<file path="src/rtl/tmr_evt_pkg.sv">
package tmr_evt_pkg;

    typedef enum logic [1:0] {
        MODE_STOP  = 2'd0,
        MODE_TIMER = 2'd1,
        MODE_EVENT = 2'd2
    } run_mode_e;

    localparam int CNT_W_DEF  = 8;
    localparam int PRE_W_DEF  = 5;
    localparam int SYNC_N_DEF = 2;

endpackage

</file>
<file path="src/rtl/tmr_evt_edge.sv">
module tmr_evt_edge #(
    parameter int SYNC_N = 2
) (
    input  logic clk,
    input  logic rst_n,
    input  logic pin,
    output logic fall
);
    localparam int SH_W = SYNC_N + 1;

    typedef struct packed {
        logic [SH_W-1:0] sh;
    } edge_st_t;

    edge_st_t st_d, st_q;

    always_comb begin
        st_d    = st_q;
        st_d.sh = {st_q.sh[SH_W-2:0], pin};
    end

    always_ff @(posedge clk) begin
        if (!rst_n) st_q <= '0;
        else        st_q <= st_d;
    end

    // delayed copy high, newest synchronized sample low
    assign fall = st_q.sh[SH_W-1] & ~st_q.sh[SH_W-2];

    // two falling detections cannot be back to back
    a_r4_fall_single: assert property (@(posedge clk) disable iff (!rst_n)
        fall |=> !fall);

endmodule

</file>
<file path="src/rtl/tmr_evt_prescale.sv">
module tmr_evt_prescale #(
    parameter int PRE_W = 5
) (
    input  logic clk,
    input  logic rst_n,
    input  logic clr,
    input  logic run,
    input  logic tick,
    output logic carry
);
    localparam logic [PRE_W-1:0] PRE_MAX = {PRE_W{1'b1}};

    typedef struct packed {
        logic [PRE_W-1:0] pre;
    } pre_st_t;

    pre_st_t st_d, st_q;

    always_comb begin
        st_d = st_q;
        if (clr) begin
            st_d.pre = '0;
        end else if (run && tick) begin
            st_d.pre = st_q.pre + 1'b1;
        end
    end

    always_ff @(posedge clk) begin
        if (!rst_n) st_q <= '0;
        else        st_q <= st_d;
    end

    assign carry = run && tick && !clr && (st_q.pre == PRE_MAX);

    // a start-timer clear leaves the prescaler at zero
    a_r3_pre_cleared: assert property (@(posedge clk) disable iff (!rst_n)
        clr |=> (st_q.pre == '0));

    // prescaler holds while not running
    a_r2_pre_hold: assert property (@(posedge clk) disable iff (!rst_n)
        (!run && !clr) |=> $stable(st_q.pre));

endmodule

</file>
<file path="src/rtl/tmr_evt_count.sv">
module tmr_evt_count #(
    parameter int CNT_W = 8
) (
    input  logic             clk,
    input  logic             rst_n,
    input  logic             inc,
    input  logic             wr_en,
    input  logic [CNT_W-1:0] wr_data,
    output logic [CNT_W-1:0] count,
    output logic             wrap
);
    localparam logic [CNT_W-1:0] CNT_MAX = {CNT_W{1'b1}};

    typedef struct packed {
        logic [CNT_W-1:0] cnt;
    } cnt_st_t;

    cnt_st_t st_d, st_q;

    always_comb begin
        st_d = st_q;
        if (wr_en) begin
            st_d.cnt = wr_data;
        end else if (inc) begin
            st_d.cnt = st_q.cnt + 1'b1;
        end
    end

    always_ff @(posedge clk) begin
        if (!rst_n) st_q <= '0;
        else        st_q <= st_d;
    end

    assign count = st_q.cnt;
    assign wrap  = inc && !wr_en && (st_q.cnt == CNT_MAX);

    // write wins over any increment
    a_r6_write_wins: assert property (@(posedge clk) disable iff (!rst_n)
        wr_en |=> (count == $past(wr_data)));

    // a wrap lands on zero
    a_r7_wrap_zero: assert property (@(posedge clk) disable iff (!rst_n)
        wrap |=> (count == '0));

    // without a write the register moves by at most one step
    a_r4_one_step: assert property (@(posedge clk) disable iff (!rst_n)
        !wr_en |=> ((count == $past(count)) || (count == $past(count) + 1'b1)));

endmodule

</file>
<file path="src/rtl/tmr_evt_ctrl.sv">
module tmr_evt_ctrl
    import tmr_evt_pkg::*;
(
    input  logic      clk,
    input  logic      rst_n,
    input  logic      cmd_start_timer,
    input  logic      cmd_start_count,
    input  logic      cmd_stop,
    input  logic      irq_en_set,
    input  logic      irq_en_clr,
    input  logic      flag_clr,
    input  logic      irq_ack,
    input  logic      wrap,
    output run_mode_e mode,
    output logic      ovf_flag,
    output logic      irq_req
);
    typedef struct packed {
        run_mode_e mode;
        logic      en;
        logic      flag;
        logic      pend;
    } ctrl_st_t;

    ctrl_st_t st_d, st_q;

    always_comb begin
        st_d = st_q;
        // command priority: stop, then counter, then timer
        if (cmd_stop) begin
            st_d.mode = MODE_STOP;
        end else if (cmd_start_count) begin
            st_d.mode = MODE_EVENT;
        end else if (cmd_start_timer) begin
            st_d.mode = MODE_TIMER;
        end

        if (irq_en_clr) begin
            st_d.en = 1'b0;
        end else if (irq_en_set) begin
            st_d.en = 1'b1;
        end

        if (wrap) begin
            st_d.flag = 1'b1;
        end else if (flag_clr) begin
            st_d.flag = 1'b0;
        end

        if (wrap) begin
            st_d.pend = 1'b1;
        end else if (irq_ack) begin
            st_d.pend = 1'b0;
        end
    end

    always_ff @(posedge clk) begin
        if (!rst_n) begin
            st_q.mode <= MODE_STOP;
            st_q.en   <= 1'b0;
            st_q.flag <= 1'b0;
            st_q.pend <= 1'b0;
        end else begin
            st_q <= st_d;
        end
    end

    assign mode     = st_q.mode;
    assign ovf_flag = st_q.flag;
    assign irq_req  = st_q.pend & st_q.en;

    // flag is sticky until cleared
    a_r7_flag_sticky: assert property (@(posedge clk) disable iff (!rst_n)
        (ovf_flag && !flag_clr) |=> ovf_flag);

    // acknowledge without a new wrap drops the request
    a_r8_ack_drops: assert property (@(posedge clk) disable iff (!rst_n)
        (irq_ack && !wrap) |=> !irq_req);

    // disabling masks the request
    a_r8_disable_masks: assert property (@(posedge clk) disable iff (!rst_n)
        irq_en_clr |=> !irq_req);

    // stop dominates other commands
    a_r9_stop_wins: assert property (@(posedge clk) disable iff (!rst_n)
        cmd_stop |=> (mode == MODE_STOP));

endmodule

</file>
<file path="src/rtl/tmr_evt_unit.sv">
module tmr_evt_unit
    import tmr_evt_pkg::*;
#(
    parameter int CNT_W  = CNT_W_DEF,
    parameter int PRE_W  = PRE_W_DEF,
    parameter int SYNC_N = SYNC_N_DEF
) (
    input  logic             clk,
    input  logic             rst_n,
    input  logic             tick,
    input  logic             evt_pin,
    input  logic             cmd_start_timer,
    input  logic             cmd_start_count,
    input  logic             cmd_stop,
    input  logic             wr_en,
    input  logic [CNT_W-1:0] wr_data,
    input  logic             irq_en_set,
    input  logic             irq_en_clr,
    input  logic             flag_clr,
    input  logic             irq_ack,
    output logic [CNT_W-1:0] count_value,
    output logic             ovf_flag,
    output logic             irq_req
);
    run_mode_e mode;
    logic      pin_fall;
    logic      pre_carry;
    logic      cnt_inc;
    logic      cnt_wrap;

    tmr_evt_edge #(.SYNC_N(SYNC_N)) u_edge (
        .clk   (clk),
        .rst_n (rst_n),
        .pin   (evt_pin),
        .fall  (pin_fall)
    );

    tmr_evt_prescale #(.PRE_W(PRE_W)) u_pre (
        .clk   (clk),
        .rst_n (rst_n),
        .clr   (cmd_start_timer),
        .run   (mode == MODE_TIMER),
        .tick  (tick),
        .carry (pre_carry)
    );

    always_comb begin
        unique case (mode)
            MODE_TIMER: cnt_inc = pre_carry;
            MODE_EVENT: cnt_inc = pin_fall;
            default:    cnt_inc = 1'b0;
        endcase
    end

    tmr_evt_count #(.CNT_W(CNT_W)) u_cnt (
        .clk     (clk),
        .rst_n   (rst_n),
        .inc     (cnt_inc),
        .wr_en   (wr_en),
        .wr_data (wr_data),
        .count   (count_value),
        .wrap    (cnt_wrap)
    );

    tmr_evt_ctrl u_ctrl (
        .clk             (clk),
        .rst_n           (rst_n),
        .cmd_start_timer (cmd_start_timer),
        .cmd_start_count (cmd_start_count),
        .cmd_stop        (cmd_stop),
        .irq_en_set      (irq_en_set),
        .irq_en_clr      (irq_en_clr),
        .flag_clr        (flag_clr),
        .irq_ack         (irq_ack),
        .wrap            (cnt_wrap),
        .mode            (mode),
        .ovf_flag        (ovf_flag),
        .irq_req         (irq_req)
    );

    // a stopped block holds its register unless written
    a_r5_stop_freeze: assert property (@(posedge clk) disable iff (!rst_n)
        ((mode == MODE_STOP) && !wr_en) |=> $stable(count_value));

    // the flag follows every wrap
    a_r7_flag_on_wrap: assert property (@(posedge clk) disable iff (!rst_n)
        cnt_wrap |=> ovf_flag);

endmodule

</file>
<file path="config.mk">
export PLATFORM = sky130hd
export DESIGN_NAME = tmr_evt_unit
export DESIGN_NICKNAME = d
export VERILOG_FILES = /design/src/rtl/tmr_evt_pkg.sv /design/src/rtl/tmr_evt_edge.sv /design/src/rtl/tmr_evt_prescale.sv /design/src/rtl/tmr_evt_count.sv /design/src/rtl/tmr_evt_ctrl.sv /design/src/rtl/tmr_evt_unit.sv
export SDC_FILE = /design/constraint.sdc
export NUM_CORES = 1
export LEC_CHECK = 0
export BUFFER_PORTS_ARGS = -buffer_cell sky130_fd_sc_hd__buf_4
export CAP_MARGIN = 10
export CORE_ASPECT_RATIO = 1.4
export CORE_MARGIN = 2
export CORE_UTILIZATION = 53
export CTS_CLUSTER_SIZE = 28
export DETAILED_ROUTE_END_ITERATION = 8
export PLACE_DENSITY = 0.84
export SYNTH_ARGS = -nofsm -noshare
export SYNTH_HDL_FRONTEND = slang
export SYNTH_SLANG_ARGS = --single-unit
</file>
<file path="constraint.sdc">
create_clock -name clk -period 2.8 [get_ports clk]
set_input_delay 0.28 -clock clk [delete_from_list [all_inputs] [get_ports clk]]
set_output_delay 0.28 -clock clk [all_outputs]
set_load 0.1 [all_outputs]
</file>
==> After elaboration in Yosys (flattened, before gate mapping) <==
Index checks and enable logic that the tools add are counted.
{ "word_totals": {"register_bits": 21, "latch_bits": 0, "ramBits": 0, "mem_bits_ro": 0, "out_inout_bits": 10, "wordCells": 42, "memories": 0} }
{ "classes": {"n_addsub": 2, "n_mul": 0, "n_div": 0, "order_cmp": 0, "eq_ne": 4, "shift": 0, "n_mux": 9, "bitwise_logic": 4, "reduce_logical": 15} }
{ "op_table": {"columns": ["cell", "n"], "rows": [
  ["8-bit 2-to-1 mux", 2],
  ["8-bit by 1-bit adder with 8-bit output (second input constant)", 1],
  ["8-bit == test (second input constant)", 1],
  ["2-bit nonzero test", 4],
  ["2-bit OR reduction", 3],
  ["5-bit by 1-bit adder with 5-bit output (second input constant)", 1],
  ["5-bit == test (second input constant)", 1],
  ["1-bit logical AND", 5],
  ["1-bit 2-to-1 mux", 4],
  ["2-bit 2-to-1 mux", 2],
  ["3-bit OR reduction", 1],
  ["1-bit AND", 2],
  ["2-bit by 1-bit == test with 1-bit output (second input constant)", 1],
  ["2-bit == test (second input constant)", 1],
  ["1-bit zero test", 2],
  ["1-bit inverter", 2],
  ["1-bit case mux with 2 select lines", 1]
]} }

==> Logic depth before layout (Yosys ltp) <==
{ "logic_depth": {"word_depth": 8, "mapped_depth": 7} }

==> By module <==
A second synthesis with hierarchy kept.
{ "hier_totals": {"cells_unflattened": 114, "area_unflattened_um2": 1033.5} }
{ "by_module_without_submodules": {"columns": ["module", "n_inst", "cells_per_inst", "area_per_inst_um2", "seq_area_each_um2"], "rows": [
  ["tmr_evt_count", 1, 55, 464.2, 160.2],
  ["tmr_evt_prescale", 1, 26, 230.2, 100.1],
  ["tmr_evt_ctrl", 1, 20, 206.4, 100.1],
  ["tmr_evt_edge", 1, 7, 88.8, 60.1],
  ["tmr_evt_unit", 1, 6, 43.8, 0.0]
]} }

==> Worst setup path before layout <==
Ideal clock, no wire load.
{ "synth_path": {"path_type": "register to register", "from": "reg u_cnt.st_q, in the netlist u_cnt.count[0]", "to": "reg u_cnt.st_q, in the netlist u_cnt.count[6]", "setup_time_ns": 0.132, "t_arrival_ns": 1.824, "slack_ns": 0.844, "path_stages_with_launch": 6, "synth_period_minus_slack_ns": 1.956, "cell_sequence": "dfxtp_1 -> ha_1 -> nand2b_1 -> a211oi_2 -> xnor2_1 -> a21oi_1"} }
{ "synth_via": {"elab_chain_cells": 3} }
{ "synth_lines": {"columns": ["element", "line", "rtl"], "rows": [
  ["from (decl)", "tmr_evt_count.sv:18", "cnt_st_t st_d, st_q;"],
  ["from (signal assigned)", "tmr_evt_count.sv:31", "else st_q <= st_d;"],
  ["8-bit by 1-bit adder with 8-bit output", "tmr_evt_count.sv:25", "st_d.cnt = st_q.cnt + 1'b1;"],
  ["8-bit 2-to-1 mux", "tmr_evt_count.sv:24", "end else if (inc) begin"],
  ["8-bit 2-to-1 mux", "tmr_evt_count.sv:22", "if (wr_en) begin"]
]} }
No other way between the ends. The select of a mux whose other input is x is not followed.
A chain may end at the register's enable or synchronous reset.

==> Worst setup path in the final report <==
{ "layout_path": {"from": "reg u_pre.st_q[0] (netlist bit)", "to": "reg u_cnt.st_q, in the netlist u_cnt.count[6]"} }
{ "layout_via": {"elab_chain_cells": 4} }
{ "layout_lines": {"columns": ["element", "line", "rtl"], "rows": [
  ["from (decl)", "tmr_evt_prescale.sv:17", "pre_st_t st_d, st_q;"],
  ["from (signal assigned)", "tmr_evt_prescale.sv:30", "else st_q <= st_d;"],
  ["5-bit == test", "tmr_evt_prescale.sv:33", "assign carry = run && tick && !clr && (st_q.pre == PRE_MAX);"],
  ["1-bit logical AND", "tmr_evt_prescale.sv:33", null],
  ["1-bit case mux with 2 select lines", "tmr_evt_unit.sv:48", "unique case (mode)"],
  ["2-bit nonzero test (no line)", null, null]
]} }
No other way between the ends.

==> results.txt <==
Asr flop ratio synth - 0%
Post-synth EDFFs - 0
Cell count along the critical path - 7
CTS Sinks - 21
Main synth FF type - dfxtp_1
I/O pin count - 30
P_sw - 185 uW
# resized after CTS - 0
Pwr/cell area - 468 nW/um^2
Highest net fanout along the worst path - 7
Synth cell types - 26
Syn Std Cell Area - 1010 um^2
Fin nets - 163
Setup Buffers After CTS - 0
Die Footprint - 2270 um^2
Critical Path Start Type - flop
Share of layout cells above drive strength 1 - 29.2%
DR vias - 882
Die height - 55.6 um
Leading cell types in the layout, fill and taps excluded - buf_4, dfxtp_1, a21oi_1
Final period util - 63.1%
Post-DP HPWL - 1630 um
Largest delay share family, worst path - flip-flops
DRC Markers - 0
Initial Util - 56.6%
Arrival time worst endpoint - 1950 ps
Top cells by area, synth - dfxtp_1, a21oi_1, ha_1
Synthesized area per cell - 9.50 um^2
Internal - 409 uW
Routed Antenna Nets - 0
Pleak - 0.000531 uW
Total CTS buffers - 3
WHS Path Cells - 2
Buffers and inverters on the worst path - 0
Commonest non-fill, non-tap cell in the layout - buf_4
Antenna diode count - 0
Comb power frac - 21.5%
Rel. slew slack - 73.8%
Fmax - 0.566 GHz
Status - finished, final reports clean
WL per Instance - 13.2 um
Routed vias/inst - 5.62
GRT Util Overall - 20.3%
Initial antenna violation count - 0
Gate Count Post-Synth - 106
CP dominant cell by count - ha_1
Critical path, cell by cell - ha_1 > and3_1 > ha_1 > nand4b_4 > a211oi_2 > xnor2_1 > a21oi_1
Area Overhead vs Synth - 26.0%
Max IR drop VDD - 0.367 mV
Seq/Total Area, Yosys - 41.7%
Setup crit end kind - flop
Final hold slack - 125 ps
CTS clk-pin slew, worst paths - 110 ps
Slew Viols, Final - 0
Placed Cells - 153
Routability cong. - 0.694
Final setup fails - 0
CTS tree - yes
Seq pwr share - 54.5%
Clk_lat worst skew - 300 ps
Critical path class - reg2reg
First-pass GRT wire length - 3310 um
Routed WL - 2070 um
RSZ-0062 raised after global routing - no
Worst Tran Pin Value - 392 ps
1st-iter DRT viols - 7
Max-cap violations - 0
Syn Nets - 131
Grt total ovfl - 0
Syn. warnings - 0
Sum Neg Setup Slack - 0 ps
Cell count of the worst reg-to-reg path - 7
Root Buffer - clkbuf_4
Max Clock Skew - 3.66 ps
Endpoints failing hold - 0
DR pass1 iterations - 4
Clock power frac - 24.0%
Sw Share - 31.2%
Min cycle time layout - 1770 ps
H-tree Lvls - 1
Cell row count - 18
Worst hold path type - in2reg
Post-synth top area cell - dfxtp_1
Slowest CP cell - dfxtp_1
Post-Layout Cell Count - 157
Vias in the first global route - 810
Die W - 40.8 um
CTS Buffer Depth - 2
Number of synthesized register bits - 21
Synth top area share - 41.7%
Pin count of the biggest net entering global routing - 17
R2R Setup Slk - 1030 ps
CP max stage delay - 390 ps
IO buf count - 29
Cts hold-fix bufs - 0
Core ar. - 1780 um^2
Worst Path Required - 2980 ps
==> power groups by stage <==
stage | combinational (uW) | sequential, uW | clock [uW]
floorplan | 30.2 | 385 | 0
global placement | 126 | 329 | 0
detailed placement | 128 | 330 | 0
CTS | 129 | 323 | 151
global route | 135 | 325 | 159
finish | 128 | 323 | 143
==> flip-flops by register name (all words and copies together) (netlist names) <==
signal and flops:
u_cnt.count 8, u_ctrl.mode 2, u_ctrl.ovf_flag 1, u_ctrl.st_q 2, u_edge.st_q 3, u_pre.st_q 5
==> path summary, 6_finish.rpt <==
kind,from,end
max,u_pre.st_q[0],u_cnt.count[6]
min,irq_en_clr,u_ctrl.st_q[2]
max reg2reg,u_pre.st_q[0],u_cnt.count[6]
min reg2reg,u_edge.st_q[0],u_edge.st_q[1]
==> layout make-up <==
class	count	area [um^2]
multi-input cells	79	564
clock buffers	4	26.3
inverters	4	15.0
fillers	146	510
repair buffers	29	218
well taps	20	25.0
flip-flops and latches	21	420
==> layer usage <==
layer / vias to the layer above / wire (um) / global-route usage, % / part of all wire [%]
met1: 420 / 828 / 21.9 / 40
met5: - / 0 / 0 / 0
met3: 5 / 67 / 2.80 / 3.2
li1: 437 / - / - / -
met2: 20 / 1130 / 35.0 / 54
met4: 0 / 46 / 10.0 / 2.2
==> per-stage QoR <==
| stage | area, um^2 | utilization (%) | power (uW) | setup WS, ps |
|---|---|---|---|---|
| 6_report | 1270 | 71.3 | 594 | 1030 |
| 5_1_grt | 1270 | 71.3 | 620 | 933 |
| 4_1_cts | 1270 | 71.3 | 602 | 1030 |
| 3_5_place_dp | 1240 | 69.8 | 458 | 1040 |
| 3_3_place_gp | 1240 | 69.8 | 455 | 1150 |
| 2_1_floorplan | 1010 | - | 415 | 844 |
==> synthesized netlist by cell type, types with 2 or more instances <==
| cell | instances |
|---|---|
| nand2_1 | 7 |
| nand3_1 | 4 |
| ha_1 | 5 |
| o21ai_0 | 9 |
| a211oi_2 | 4 |
| xor2_1 | 2 |
| clkbuf_1 | 2 |
| nor2_1 | 4 |
| a21oi_1 | 13 |
| a21boi_1 | 2 |
| inv_1 | 4 |
| dfxtp_1 | 21 |
| xnor2_1 | 7 |
| a21oi_2 | 2 |
| and2_1 | 4 |
| nand2b_1 | 4 |
| nand4b_1 | 3 |
==> cells by family after synthesis <==
family,Yosys count,share of synthesized area (%)
fa+ha+maj,5,6.21
simple gates,33,21.1
buf+inv,6,2.24
compound gates,31,19.9
xor+xnor,9,7.83
mux,1,0.994
flops,21,41.7
No activity file was read; power rests on OpenSTA's default activity.
